===== config.mk =====
export PLATFORM = sky130hd
export DESIGN_NAME = rail_slot_sequencer
export DESIGN_NICKNAME = d
export VERILOG_FILES = /design/src/rtl/rss_pkg.sv /design/src/rtl/rss_slot_timer.sv /design/src/rtl/rss_rail_gate.sv /design/src/rtl/rail_slot_sequencer.sv
export SDC_FILE = /design/constraint.sdc
export NUM_CORES = 1
export LEC_CHECK = 0
export ABC_AREA = 1
export BUFFER_PORTS_ARGS = -buffer_cell sky130_fd_sc_hd__buf_2
export CAP_MARGIN = 5
export CORE_ASPECT_RATIO = 1.1
export CORE_MARGIN = 1
export CORE_UTILIZATION = 35
export CTS_CLUSTER_DIAMETER = 120
export DETAILED_ROUTE_END_ITERATION = 6
export GPL_ROUTABILITY_DRIVEN = 0
export SKIP_CTS_REPAIR_TIMING = 1
export SLEW_MARGIN = 5
export SYNTH_ARGS = -nofsm -noshare
export SYNTH_HDL_FRONTEND = slang
export SYNTH_HIERARCHICAL = 1
export SYNTH_SLANG_ARGS = --single-unit

===== constraint.sdc =====
create_clock -name clk -period 13.98 [get_ports clk]
set_clock_uncertainty 0.15 [all_clocks]
set_input_delay 4.194 -clock clk [delete_from_list [all_inputs] [get_ports clk]]
set_output_delay 4.194 -clock clk [all_outputs]
set_load 0.005 [all_outputs]

===== src/rtl/rss_pkg.sv =====
package rss_pkg;
  localparam int unsigned SPEED_W = 2;

  typedef enum logic [1:0] {
    SEQ_IDLE = 2'd0,
    SEQ_RUN  = 2'd1,
    SEQ_HOLD = 2'd2
  } seq_state_e;

  typedef logic [SPEED_W-1:0] speed_t;
endpackage


===== src/rtl/rss_slot_timer.sv =====
module rss_slot_timer
  import rss_pkg::*;
#(
  parameter int unsigned BASE_TICKS = 500,
  parameter int unsigned CODE_W     = 5
) (
  input  logic              clk,
  input  logic              rst,
  input  logic              clear_i,
  input  logic              load_i,
  input  speed_t            speed_i,
  input  logic              run_i,
  input  logic              tick_i,
  output logic [CODE_W-1:0] slot_o,
  output logic              step_o
);
  localparam int unsigned MAX_LEN = BASE_TICKS * 8;
  localparam int unsigned LEN_W   = $clog2(MAX_LEN + 1);

  speed_t             speed_q;
  logic [LEN_W-1:0]   len;
  logic [LEN_W-1:0]   sub_q;
  logic [CODE_W-1:0]  slot_q;

  assign len    = LEN_W'(BASE_TICKS) << speed_q;
  assign step_o = run_i && tick_i;
  assign slot_o = slot_q;

  always_ff @(posedge clk) begin
    if (rst) begin
      speed_q <= '0;
    end else if (load_i) begin
      speed_q <= speed_i;
    end
  end

  always_ff @(posedge clk) begin
    if (rst || clear_i) begin
      sub_q  <= '0;
      slot_q <= '0;
    end else if (step_o) begin
      if (sub_q == len - 1'b1) begin
        sub_q  <= '0;
        slot_q <= slot_q + 1'b1;
      end else begin
        sub_q <= sub_q + 1'b1;
      end
    end
  end

  // the tick count inside a step stays below the captured step length
  p_sub_in_range_r3: assert property (@(posedge clk) disable iff (rst)
    sub_q < len);

  // with no tick, the timeline keeps its position
  p_no_tick_hold_r10: assert property (@(posedge clk) disable iff (rst)
    (!step_o && !clear_i) |=> ($stable(sub_q) && $stable(slot_q)));

  // the speed is only taken when a load is requested
  p_speed_capture_r2: assert property (@(posedge clk) disable iff (rst)
    !load_i |=> $stable(speed_q));
endmodule


===== src/rtl/rss_rail_gate.sv =====
module rss_rail_gate #(
  parameter int unsigned CODE_W = 5
) (
  input  logic              clk,
  input  logic              rst,
  input  logic              load_i,
  input  logic              clear_i,
  input  logic              step_i,
  input  logic [CODE_W-1:0] code_i,
  input  logic [CODE_W-1:0] slot_i,
  output logic              en_o,
  output logic [CODE_W-1:0] code_o,
  output logic              excl_o
);
  localparam logic [CODE_W-1:0] EXCL_CODE = '1;

  logic [CODE_W-1:0] code_q;
  logic              en_q;

  assign excl_o = (code_q == EXCL_CODE);
  assign code_o = code_q;
  assign en_o   = en_q;

  always_ff @(posedge clk) begin
    if (rst) begin
      code_q <= EXCL_CODE;
      en_q   <= 1'b0;
    end else begin
      if (load_i) begin
        code_q <= code_i;
      end
      if (clear_i) begin
        en_q <= 1'b0;
      end else if (step_i && !excl_o && (slot_i >= code_q)) begin
        en_q <= 1'b1;
      end
    end
  end

  // an excluded rail is never enabled
  p_excl_stays_off_r5: assert property (@(posedge clk) disable iff (rst)
    en_q |-> (code_q != EXCL_CODE));

  // a released rail stays on until a clear
  p_en_held_r6: assert property (@(posedge clk) disable iff (rst)
    (!clear_i && en_q) |=> en_q);

  // the captured position only changes on a load
  p_code_capture_r2: assert property (@(posedge clk) disable iff (rst)
    !load_i |=> $stable(code_q));
endmodule


===== src/rtl/rail_slot_sequencer.sv =====
module rail_slot_sequencer
  import rss_pkg::*;
#(
  parameter int unsigned N_RAILS    = 6,
  parameter int unsigned CODE_W     = 5,
  parameter int unsigned BASE_TICKS = 500
) (
  input  logic                      clk,
  input  logic                      rst,
  input  logic                      start_i,
  input  logic [1:0]                speed_i,
  input  logic [N_RAILS*CODE_W-1:0] codes_i,
  input  logic                      tick_i,
  output logic [N_RAILS-1:0]        rail_en_o,
  output logic                      done_o
);
  localparam int unsigned CODES_W = N_RAILS * CODE_W;

  seq_state_e          state_q, state_d;
  logic                clr, load, run, step, last_step;
  logic [CODE_W-1:0]   slot;
  logic [CODE_W-1:0]   max_code;
  logic [N_RAILS-1:0]  en_vec, excl_vec;
  logic [CODES_W-1:0]  code_cap;
  logic                done_q;

  assign clr  = !start_i || (state_q == SEQ_IDLE);
  assign load = start_i && (state_q == SEQ_IDLE);
  assign run  = start_i && (state_q == SEQ_RUN);

  rss_slot_timer #(
    .BASE_TICKS (BASE_TICKS),
    .CODE_W     (CODE_W)
  ) timer_i (
    .clk     (clk),
    .rst     (rst),
    .clear_i (clr),
    .load_i  (load),
    .speed_i (speed_t'(speed_i)),
    .run_i   (run),
    .tick_i  (tick_i),
    .slot_o  (slot),
    .step_o  (step)
  );

  for (genvar g = 0; g < N_RAILS; g++) begin : g_rail
    rss_rail_gate #(
      .CODE_W (CODE_W)
    ) gate_i (
      .clk     (clk),
      .rst     (rst),
      .load_i  (load),
      .clear_i (clr),
      .step_i  (step),
      .code_i  (codes_i[g*CODE_W +: CODE_W]),
      .slot_i  (slot),
      .en_o    (en_vec[g]),
      .code_o  (code_cap[g*CODE_W +: CODE_W]),
      .excl_o  (excl_vec[g])
    );
  end

  // highest included position; zero when every rail is excluded
  always_comb begin
    max_code = '0;
    for (int i = 0; i < N_RAILS; i++) begin
      if (!excl_vec[i] && (code_cap[i*CODE_W +: CODE_W] > max_code)) begin
        max_code = code_cap[i*CODE_W +: CODE_W];
      end
    end
  end

  assign last_step = step && (slot >= max_code);

  always_comb begin
    state_d = state_q;
    unique case (state_q)
      SEQ_IDLE: if (start_i) state_d = SEQ_RUN;
      SEQ_RUN: begin
        if (!start_i)       state_d = SEQ_IDLE;
        else if (last_step) state_d = SEQ_HOLD;
      end
      SEQ_HOLD: if (!start_i) state_d = SEQ_IDLE;
      default:  state_d = SEQ_IDLE;
    endcase
  end

  always_ff @(posedge clk) begin
    if (rst) begin
      state_q <= SEQ_IDLE;
      done_q  <= 1'b0;
    end else begin
      state_q <= state_d;
      if (clr)            done_q <= 1'b0;
      else if (last_step) done_q <= 1'b1;
    end
  end

  assign rail_en_o = en_vec;
  assign done_o    = done_q;

  // a low start clears every output at the next edge
  p_stop_clears_r9: assert property (@(posedge clk) disable iff (rst)
    !start_i |=> ((rail_en_o == '0) && !done_o));

  // completion implies that every included rail is on
  p_done_all_on_r8: assert property (@(posedge clk) disable iff (rst)
    done_o |-> ((rail_en_o | excl_vec) == '1));

  // completion holds while start stays high
  p_done_sticky_r8: assert property (@(posedge clk) disable iff (rst)
    (start_i && done_o) |=> done_o);

  // nothing is released while the block is idle
  p_idle_quiet_r1: assert property (@(posedge clk) disable iff (rst)
    (state_q == SEQ_IDLE) |-> ((rail_en_o == '0) && !done_o));
endmodule


[After elaboration in Yosys (flattened, before gate mapping)]
Cells that the tools add are included.
Word-level totals
  input bits: 36
  register bits: 58
  output and inout port bits: 7
Operators by class
  shifts and indexed selects: 1
  $add $sub $neg: 3
  magnitude comparators: 13
  reduce and logical (&&, ||, !) cells: 35
  equality and inequality tests: 12
  multiplexer cells: 12
Operators with widths (count)
  $ge 5x5->1: 7
  $eq 5x5->1 const B: 6
  $mux 5: 6
  $gt 5x5->1: 5
  $logic_and 1x1->1: 22
  $add 12x1->12 const B: 1
  $eq 12x12->1: 1
  $mux 12: 1
  $shl 9x2->12 const A: 1
  $sub 12x1->12 const B: 1
  $mux 2: 4
  $logic_not 1->1: 7
  $pmux 2 s3: 1
  $add 5x1->5 const B: 1
  $gt 5x1->1 const B: 1
  $ne 2x2->1 const B: 2
  $ne 3x3->1 const B: 1
  $reduce_and 3->1: 1
  $eq 2x1->1 const B: 1
  $eq 2x2->1 const B: 1
  $logic_not 2->1: 1
  $logic_or 1x1->1: 2
  $reduce_and 2->1: 1
  $reduce_or 2->1: 1

[Logic depth before layout (Yosys ltp)]
Gate-level depths: netlist (run 1).
  word-level depth: 24
  gate-level depth with buffers: 56
  mapped depth without buffers: 56

[Modules after synthesis]
The synthesis (run 1) kept the hierarchy.
By module, submodules not included
  rss_rail_gate: cells each 50, area each 354.1 µm², times used 6
  rail_slot_sequencer: cells each 272, area each 1527.7 µm², times used 1
  rss_slot_timer: cells each 168, area each 1133.6 µm², times used 1

[Worst setup path after synthesis (run 1)]
OpenSTA, ideal clock, no wires.
  path type: flip-flop to flip-flop
  from: register g_rail[0].gate_i.code_q[0]
  to: register done_q, in the netlist done_o
  arrival: 6.325 ns
  slack: 7.382 ns
  required time: 13.706 ns
  cell stages (with the launch flop): 50
  period minus slack after synthesis: 6.598 ns
  buffers on the path: 0
  cells stage by stage: dfxtp_1 > nand2_1 > nor2_1 > inv_1 > nand3_1 > ha_1 > nand2_1 > nor2_4 > a21oi_4 > nand2_4 > nand2_1 > o21ai_0 > ha_1 > nand3_1 > nor2_1 > nand2_1 > nand2_2 > nand2_4 > [14 not listed] > nor2_2 > nand2_4 > nand2_4 > nand2_1 > and2_1 > ha_1 > nand4_1 > o221ai_1 > nand2_1 > or2_2 > nand2_1 > ha_1 > a21oi_1 > o21bai_1 > a21oi_1 > o21bai_1 > a21oi_1 > nor3_1
Between the ends
  word-level cells in the longest chain between the ends: 21
Ends and longest elaborated chain
  start: declaration: line rss_rail_gate.sv:17  | logic [CODE_W-1:0] code_q;
  start signal: assignment: line rss_rail_gate.sv:30  | code_q <= code_i;
  $eq 5x5->1 *: line rss_rail_gate.sv:20  | assign excl_o = (code_q == EXCL_CODE);
  named net excl_vec[0]: line rail_slot_sequencer.sv:23  | logic [N_RAILS-1:0] en_vec, excl_vec;
  $logic_not 1->1 *: line rail_slot_sequencer.sv:67  | if (!excl_vec[i] && (code_cap[i*CODE_W +: CODE_W] > max_code)) begin
  $logic_and 1x1->1 *: line rail_slot_sequencer.sv:67
  $mux 5 *: line rail_slot_sequencer.sv:67
  $gt 5x5->1: line rail_slot_sequencer.sv:67
  $logic_and 1x1->1: line rail_slot_sequencer.sv:67
  $mux 5 *: line rail_slot_sequencer.sv:67
  [6 not listed]
  $gt 5x5->1: line rail_slot_sequencer.sv:67
  $logic_and 1x1->1: line rail_slot_sequencer.sv:67
  $mux 5 *: line rail_slot_sequencer.sv:67
  $gt 5x5->1: line rail_slot_sequencer.sv:67
  $logic_and 1x1->1: line rail_slot_sequencer.sv:67
  $mux 5 *: line rail_slot_sequencer.sv:67
  $ge 5x5->1 *: line rail_slot_sequencer.sv:73  | assign last_step = step && (slot >= max_code);
  $logic_and 1x1->1 *: line rail_slot_sequencer.sv:73
  end signal: assignment: line rail_slot_sequencer.sv:91  | done_q <= 1'b0;
  end signal: assignment: line rail_slot_sequencer.sv:94  | if (clr) done_q <= 1'b0;
  end signal: assignment: line rail_slot_sequencer.sv:95  | else if (last_step) done_q <= 1'b1;
  end: declaration: line rail_slot_sequencer.sv:25  | logic done_q;
Mark *: on every way through the listed nets, which the timed path passes. The rest lies on a longest branch.
A chain may end at the register's enable or synchronous reset.

[Final worst setup path (run 1)]
Ends and elaborated chain as after synthesis.

==> results of run 1 <==
-- flip-flops by register name (all words and copies together), names as in the netlist --
signal	cells
g_rail.gate_i/code_o	30
timer_i/sub_q	12
g_rail.gate_i/en_o	6
timer_i/slot_o	5
state_q	2
timer_i/speed_q	2
done_o	1
-- metrics by stage --
stage | power, W | area [µm²] | utilization (%) | hold WS (ps)
floorplan | 0.000592 | 4790 | - | 303
global placement | 0.000687 | 5210 | 39.3 | 297
detailed placement | 0.000684 | 5210 | 39.3 | 298
CTS | 0.000918 | 5520 | 41.6 | 309
global route | 0.00101 | 5520 | 41.6 | 326
finish | 0.000910 | 5520 | 41.6 | 305
-- layout by cell type, fill, tap and decap left out, drive strengths merged --
cell      n
nand2   178
inv     150
nor2     78
nand3    72
dfxtp    58
ha       57
a21oi    55
buf      43
o21ai    42
clkbuf   13
or2      10
nor3      9
nand4     7
o21bai    5
and2      5
a211oi    2
o221ai    1
o21a      1
bufinv    1
clkinv    1
a31oi     1
o31ai     1
xor2      1
a21o      1
-- worst paths after layout --
check | endpoint | cells past startpoint
worst max register to register | done_o | 46
worst min-delay path | g_rail[1].gate_i/en_o | 2
worst min register to register | g_rail[1].gate_i/en_o | 2
worst max-delay path | done_o | 46
-- layout make-up --
type | instances | area share, %
inverters | 150 | 10.2
well taps | 184 | 4.17
clock inverters | 2 | 0.635
repair buffers | 43 | 3.95
flip-flops and latches | 58 | 21.0
clock buffers | 13 | 4.90
multi-input cells | 526 | 55.1
-- worst register-to-register path, delay by kind of cell (launching register included) --
| kind | cells | cell delay, ps |
|---|---|---|
| buf+inv | 2 | 150 |
| fa+ha+maj | 6 | 1740 |
| simple gates | 28 | 3210 |
| flops | 1 | 410 |
| compound gates | 10 | 1520 |
-- cell families after synthesis --
logic type	share of synthesized area, %
fa+ha+maj	14.9
simple gates	35.5
compound gates	12.8
buf+inv	12.4
flops	24.3
xor+xnor	0.183
-- power by group --
group / switching (W) / internal (W)
sequential: 0.0000106 / 0.000174
clock: 0.0000767 / 0.000151
combinational: 0.000308 / 0.000190
-- per-layer routing --
layer / global-route usage (%) / part of all wire, %
met1: 22.0 / 49
met2: 29.9 / 46
met3: 3.65 / 3.1
met4: 6.89 / 1.9
met5: 0 / 0
==> flow_metrics.py, run 1 <==
metrics = {
    "status": {
        "status": "finished clean",
    },
    "sta": {
        "period_share_pct": 52.6,
        "final-hold-violation-count": 0,
        "max_freq_mhz": 136,
        "slew_viol_final": 0,
        "setup_viol": 0,
        "grt_setup_unrepaired": "no",
        "max_slew_margin_pct": 44.4,
        "tightest_slew_ps": 834,
        "min_period_ps": 7360,
        "post-route-worst-setup-slack_ps": 6620,
        "fin_setup_tns_ps": 0,
    },
    "logic_synthesis": {
        "async_flop_share_pct": 0,
        "synth_most_common_cell": "nand2_1",
        "netlist_area_mm2": 0.00479,
        "syn_inst": 740,
        "yosysSeqAreaShare_pct": 24.3,
        "synth_warnings": 6,
        "synthDistinctLibCells": 32,
        "synth_edf_count": 0,
        "ys.flop_type": "dfxtp_1",
        "syn_area_per_cell_um2": 6.47,
        "syn_nets": 833,
        "yosys-top-cells-area": "dfxtp_1, ha_1, nand2_1",
        "synth.ff_latch_count": 58,
        "synth_common_cells": "nand2_1, inv_1, nand3_1",
        "synth_top_area_cell": "dfxtp_1",
        "synth_top_area_share_pct": 24.3,
    },
    "floorplanning": {
        "rows": 44,
        "core-area_mm2": 0.0133,
        "dieArea_mm2": 0.0141,
        "fp.dieH_um": 125,
        "top_level_ports": 43,
        "initial_core_util_pct": 36.1,
        "fp.dieW_um": 113,
    },
    "detailed_routing": {
        "postRouteAntennaNets": 0,
        "wl_per_cell_um": 11.7,
        "first_pass_iters": 5,
        "drcViolationCount": 0,
        "viasPerCell": 4.57,
        "drt_iter0_markers": 201,
        "wl_um": 11400,
        "vias": 4459,
    },
    "flow_run": {
        "drv_cap": 0,
    },
    "worst_setup_path": {
        "crit_top_cell": "nand2_1",
        "path_max_fanout": 10,
        "critical-path-slowest-cell": "dfxtp_1",
        "cp-start-kind": "register",
        "crit_type": "register to register",
        "cp.buffers_inverters": 2,
        "crit_family": "simple AND/OR/NAND/NOR gates",
        "crit_required_ps": 14010,
        "r2r_slack_ps": 6620,
        "cp.arrival_ps": 7390,
        "reg2reg_from": "g_rail[0].gate_i/code_o[0]",
        "crit_start": "g_rail[0].gate_i/code_o[0]",
        "worstSetupEndpointType": "register",
        "slowest_delay_ps": 410,
    },
    "clock_tree": {
        "cts.sink_count": 58,
        "path_clk_slew_ps": 50,
        "tritoncts": "built",
        "cts_max_level": 3,
        "cts_max_path_buffers": 2,
        "cts_buffers": 9,
        "root_buffer": "clkbuf_16",
        "clkLatencyLatePin_ps": 340,
    },
    "cells_and_area": {
        "stdcell_count": 976,
        "nNetsFinal": 881,
        "n_antenna_cell": 0,
        "drive_gt1_share_pct": 15.9,
        "area_delta_synth_final_pct": 15.3,
        "n_fill_cell": 1392,
        "multi_input_area_mm2": 0.00304,
        "final-seq-area_mm2": 0.00116,
    },
    "pwr": {
        "ir_drop_uv": 73.4,
        "p_leak_nw": 3.03,
        "powerDensity_mw_per_mm2": 165,
    },
    "worst_hold_path": {
        "worstHoldStart": "g_rail[1].gate_i/en_o",
        "hp-class": "register to register",
    },
    "global_routing": {
        "grt_max_degree": 63,
        "grt_pass1_wl_um": 19900,
        "first_global_vias": 4399,
        "grt_usage_pct": 17.8,
        "grt-ovfl-total": 0,
        "antenna_found_initial": 0,
    },
    "placed_design": {
        "dp_hpwl_um": 8540,
        "detailedPlace.worstSlack_ps": 6650,
        "dp.cells": 961,
        "io_buffers": 42,
    },
}
(Power assumes the default switching activity.)
==> run 2: changes to the inputs <==
ABC_AREA = 0   (was 1)
clock period = 5.91 ns   (was 13.98 ns; I/O delays follow)
==> flow_metrics.py, run 2 <==
metrics = {
    "clock_tree": {
        "root_buffer": "clkbuf_16",
        "cts_max_path_buffers": 2,
        "cts_max_level": 3,
        "tritoncts": "built",
        "path_clk_slew_ps": 60,
        "cts.sink_count": 58,
        "cts_buffers": 9,
        "clkLatencyLatePin_ps": 340,
    },
    "logic_synthesis": {
        "synth_top_area_share_pct": 24.5,
        "ys.flop_type": "dfxtp_1",
        "synth_top_area_cell": "dfxtp_1",
        "synth_warnings": 6,
        "yosysSeqAreaShare_pct": 24.5,
        "yosys-top-cells-area": "dfxtp_1, ha_1, nand2_1",
        "syn_nets": 649,
        "synthDistinctLibCells": 74,
        "synth_edf_count": 0,
        "synth_common_cells": "nand2_1, inv_1, dfxtp_1",
        "async_flop_share_pct": 0,
        "netlist_area_mm2": 0.00473,
        "syn_inst": 556,
        "synth.ff_latch_count": 58,
        "synth_most_common_cell": "nand2_1",
        "syn_area_per_cell_um2": 8.51,
    },
    "worst_setup_path": {
        "slowest_delay_ps": 360,
        "cp-start-kind": "register",
        "critical-path-slowest-cell": "a311oi_4",
        "crit_required_ps": 6020,
        "cp.arrival_ps": 8820,
        "crit_top_cell": "ha_4",
        "path_max_fanout": 6,
        "crit_type": "register to register",
        "worstSetupEndpointType": "register",
    },
    "detailed_routing": {
        "drcViolationCount": 0,
        "vias": 4276,
        "wl_um": 12500,
        "wl_per_cell_um": 14.9,
        "first_pass_iters": 4,
        "viasPerCell": 5.11,
        "postRouteAntennaNets": 0,
        "drt_iter0_markers": 231,
    },
    "sta": {
        "tightest_slew_ps": 1160,
        "slew_viol_final": 0,
        "setup_viol": 3,
        "min_period_ps": 8710,
        "max_slew_margin_pct": 22.1,
        "grt_setup_unrepaired": "yes",
        "fin_setup_tns_ps": -8330,
        "period_share_pct": 147,
        "post-route-worst-setup-slack_ps": -2800,
        "max_freq_mhz": 115,
        "final-hold-violation-count": 0,
        "hold_ws_ps": 332,
    },
    "cells_and_area": {
        "final-seq-area_mm2": 0.00117,
        "n_antenna_cell": 0,
        "drive_gt1_share_pct": 34.5,
        "stdcell_count": 837,
        "final_cell_mix": "buf_4, nand2_1, inv_1, dfxtp_1, ha_1",
        "final_core_util_pct": 47.2,
        "final_common_cell": "buf_4",
        "largest_register_ffs": 30,
        "multi_input_area_mm2": 0.00354,
        "fin_area_mm2": 0.00624,
        "n_fill_cell": 1248,
        "nNetsFinal": 764,
        "area_delta_synth_final_pct": 31.9,
    },
    "floorplanning": {
        "top_level_ports": 43,
        "initial_core_util_pct": 35.8,
        "dieArea_mm2": 0.0140,
        "fp.dieH_um": 124,
        "core-area_mm2": 0.0132,
        "rows": 44,
        "fp.dieW_um": 113,
    },
    "worst_hold_path": {
        "hp-class": "register to register",
    },
    "pwr": {
        "powerDensity_mw_per_mm2": 374,
        "p_leak_nw": 2.94,
        "ir_drop_uv": 195,
    },
    "placed_design": {
        "dp.cells": 816,
        "place_area_mm2": 0.00574,
        "io_buffers": 42,
        "dp_hpwl_um": 9590,
    },
    "global_routing": {
        "first_global_vias": 4437,
        "antenna_found_initial": 0,
        "grt-ovfl-total": 0,
        "grt_max_degree": 41,
        "grt_pass1_wl_um": 20800,
        "grt_usage_pct": 19.0,
    },
    "status": {
        "status": "finished, violations left",
        "violations": "setup timing",
    },
    "flow_run": {
        "drv_cap": 0,
    },
}
## run 2: cell types whose count changed after synthesis, moves of 10 or more
| cell | delta |
|---|---|
| nand3_1 | -58 |
| a21oi_1 | -33 |
| nor2_2 | -13 |
| mux2i_1 | +20 |
| inv_1 | -84 |
| nor3_1 | +11 |
| o21ai_0 | -27 |
| o211ai_1 | +27 |
| a31oi_1 | +10 |
| nor2_1 | -42 |
| nand2_1 | -87 |
| nand2_2 | -10 |
## run 2: worst paths after layout
kind / from / to / slack, ps / cells after the start
setup reg to reg: g_rail[0].gate_i/code_o[0] / state_q[1] / -2800 / 49
setup / recovery: g_rail[0].gate_i/code_o[0] / state_q[1] / -2800 / 49
hold reg to reg: g_rail[5].gate_i/en_o / g_rail[5].gate_i/en_o / 330 / 2
hold / removal: g_rail[5].gate_i/en_o / g_rail[5].gate_i/en_o / 330 / 2
## run 2: critical path: cells and delay by family, from the launching register on
family                   cells  cell delay [ps]
multiplexers                 4             1110
buffers and inverters        3              370
AO/OA/AOI/OAI               17             2480
flip-flops                   1              340
AND/OR/NAND/NOR             19             2810
adder cells (fa/ha/maj)      6             1340
## run 2: cell type report
class / count / area share, %
clock buffers: 12 / 4.11
inverters: 59 / 3.55
clock inverters: 4 / 1.18
flip-flops and latches: 58 / 18.7
multi-input cells: 425 / 56.7
well taps: 161 / 3.23
repair buffers: 118 / 12.6
## run 2: metrics by stage
step           worst slack (ps)  power (W)
4_1_cts                   -3010    0.00224
3_5_place_dp              -2930    0.00164
6_report                  -2800    0.00234
5_1_grt                   -3400    0.00249
3_3_place_gp              -2580    0.00160
2_1_floorplan             -2900    0.00128
## run 2: cells by family after synthesis
family	Yosys count	share of synthesized area, %
mux	28	6.45
flops	58	24.5
xor+xnor	16	2.96
compound gates	129	21.0
simple gates	193	23.0
fa+ha+maj	59	15.5
buf+inv	73	6.48
## run 2: where the power goes
part | total (W) | internal, W | switching [W]
Sequential | 0.000429 | 0.000408 | 0.0000204
Clock | 0.000591 | 0.000392 | 0.000199
Combinational | 0.00132 | 0.000695 | 0.000621
## run 2: per-layer routing
layer / GRT usage, % / up-vias / wire length (µm)
li1: - / 2229 / -
met1: 23.3 / 1979 / 5930
met2: 33.8 / 52 / 6080
met3: 2.87 / 16 / 289
met4: 7.48 / 0 / 206
met5: 0 / - / 0
==> run 3: changes to the inputs <==
CTS_BUF_LIST = sky130_fd_sc_hd__clkbuf_8   (was default)
SYNTH_HIERARCHICAL = default   (was 1)
==> flow_metrics.py, run 3 <==
metrics = {
    "detailed_routing": {
        "wl_um": 13400,
        "drcViolationCount": 0,
        "vias": 4574,
        "drt_iter0_markers": 263,
        "postRouteAntennaNets": 0,
        "viasPerCell": 5.31,
        "first_pass_iters": 4,
        "wl_per_cell_um": 15.6,
    },
    "sta": {
        "max_slew_margin_pct": 47.5,
        "tightest_slew_ps": 785,
        "slew_viol_final": 0,
        "post-route-worst-setup-slack_ps": -3300,
        "min_period_ps": 9210,
        "max_freq_mhz": 109,
        "final-hold-violation-count": 0,
        "grt_setup_unrepaired": "yes",
        "setup_viol": 3,
        "period_share_pct": 156,
    },
    "pwr": {
        "p_leak_nw": 3.02,
        "design_power_total_w": 0.00285,
        "powerDensity_mw_per_mm2": 457,
        "ir_drop_uv": 291,
    },
    "worst_setup_path": {
        "cp-start-kind": "register",
        "slowest_delay_ps": 380,
        "r2r_slack_ps": -3300,
        "path_max_fanout": 5,
        "reg2reg_from": "g_rail[0].gate_i.code_o[0]",
        "crit_required_ps": 6010,
        "crit_type": "register to register",
        "cp.arrival_ps": 9310,
        "critical-path-slowest-cell": "or3_4",
        "r2r_cells": 52,
        "r2r_end": "state_q[1]",
        "worstSetupEndpointType": "register",
    },
    "global_routing": {
        "antenna_found_initial": 0,
        "grt_max_degree": 34,
        "first_global_vias": 4548,
        "grt_pass1_wl_um": 21800,
        "grt_usage_pct": 20.4,
        "grt-ovfl-total": 0,
    },
    "cells_and_area": {
        "drive_gt1_share_pct": 35.9,
        "largest_register_ffs": 30,
        "final_core_util_pct": 49.6,
        "multi_input_area_mm2": 0.00338,
        "n_antenna_cell": 0,
        "n_fill_cell": 1190,
        "nNetsFinal": 793,
        "area_delta_synth_final_pct": 37.8,
        "final_common_cell": "buf_4",
        "final-seq-area_mm2": 0.00117,
        "final_cell_mix": "buf_4, dfxtp_1, nand2_1, ha_1, nor2_1",
        "stdcell_count": 862,
        "fin_area_mm2": 0.00624,
    },
    "logic_synthesis": {
        "synth_warnings": 0,
        "netlist_area_mm2": 0.00453,
        "ys.flop_type": "dfxtp_1",
        "async_flop_share_pct": 0,
        "synth_top_area_share_pct": 25.6,
        "syn_inst": 554,
        "synth_most_common_cell": "dfxtp_1",
        "yosys-top-cells-area": "dfxtp_1, ha_1, o211ai_1",
        "synth.ff_latch_count": 58,
        "yosysSeqAreaShare_pct": 25.6,
        "syn_nets": 647,
        "synth_common_cells": "dfxtp_1, ha_1, nand2_1",
        "synth_edf_count": 0,
        "synthDistinctLibCells": 68,
        "syn_area_per_cell_um2": 8.18,
        "synth_top_area_cell": "dfxtp_1",
    },
    "placed_design": {
        "place_area_mm2": 0.00565,
        "dp.cells": 831,
        "detailedPlace.worstSlack_ps": -3410,
        "dp_hpwl_um": 10100,
        "io_buffers": 42,
    },
    "floorplanning": {
        "top_level_ports": 43,
        "initial_core_util_pct": 36.0,
        "dieArea_mm2": 0.0134,
        "rows": 43,
        "core-area_mm2": 0.0126,
        "fp.dieH_um": 121,
        "fp.dieW_um": 110,
    },
    "worst_hold_path": {
        "worstHoldStart": "g_rail[3].gate_i.en_o",
        "hold_depth": 2,
        "min_to": "g_rail[3].gate_i.en_o",
        "hp-class": "register to register",
    },
    "clock_tree": {
        "cts.sink_count": 58,
        "path_clk_slew_ps": 70,
        "cts_buffers": 9,
        "root_buffer": "clkbuf_8",
        "cts_max_level": 3,
        "cts_max_path_buffers": 2,
        "clkLatencyLatePin_ps": 360,
        "tritoncts": "built",
    },
    "status": {
        "violations": "setup timing",
        "status": "finished, violations left",
    },
    "flow_run": {
        "drv_cap": 0,
    },
}
==> run 3: changes by cell type in the layout (fill, tap and decap cells not counted), moves of 10 or more <==
| cell | delta |
|---|---|
| mux2i_1 | -10 |
| nand2_1 | -24 |
| nand2b_1 | +13 |
| buf_4 | +43 |
| inv_1 | -14 |
| o21ai_1 | -14 |
| nor2_1 | +27 |
==> run 3: area by class of cell <==
type	instances	area share (%)
tap	157	3.15
sequential	58	18.7
timing repair buffer	162	17.9
multi-input combinational	426	54.1
clock buffer	10	2.21
clock inverter	6	1.30
inverter	43	2.59
==> run 3: kinds of logic (layout without fill, tap and decap cells) <==
family | count (synthesis) | after routing | share of synthesized area, %
and+or+nand+nor | 195 | 195 | 21.8
muxes | 12 | 12 | 2.85
adders and majority gates | 58 | 58 | 16.0
AOI/OAI and AO/OA | 138 | 138 | 22.5
buffers and inverters | 70 | 221 | 6.80
xor gates and xnor gates | 23 | 23 | 4.45
DFF | 58 | 58 | 25.6
==> run 3: worst max-delay path by stage <==
stage                                          start    endpoint  slack (ps)  depth (start not counted)
after global routing      g_rail[0].gate_i.code_o[1]  state_q[1]       -3840                         52
after detailed placement  g_rail[0].gate_i.code_o[2]  state_q[1]       -3410                         52
after global placement    g_rail[0].gate_i.code_o[3]  state_q[1]       -3090                         52
final                     g_rail[0].gate_i.code_o[0]  state_q[1]       -3300                         52
after floorplan           g_rail[0].gate_i.code_o[0]  state_q[1]       -3220                         56
after CTS                 g_rail[0].gate_i.code_o[2]  state_q[1]       -3470                         52
==> run 3: per-stage QoR <==
step | hold WS (ps) | setup TNS (ps)
after floorplan | 288 | -9510
after global placement | 304 | -9150
after detailed placement | 311 | -10120
after CTS | 329 | -10290
after global routing | 348 | -11390
final | 324 | -9770
==> run 3: layer usage <==
metal / part of all wire [%] / global-route usage [%] / wire (µm)
met5: 0 / 0 / 0
met4: 2.5 / 8.42 / 331
met3: 3.3 / 3.40 / 441
met2: 50 / 36.9 / 6770
met1: 44 / 23.8 / 5870
==> run 3: power by group <==
part / internal [W] / switching [W]
clock: 0.000246 / 0.000178
sequential: 0.000408 / 0.0000210
combinational: 0.00106 / 0.000938
total: 0.00171 / 0.00114
==> run 3: worst max-delay path, delay by kind of cell, from the launching register on <==
family                   cells  cell delay [ps]
flip-flops                   1              370
adder cells (fa/ha/maj)      6             1620
AO/OA/AOI/OAI               23             4130
multiplexers                 1              330
AND/OR/NAND/NOR             18             2120
buffers and inverters        4              340
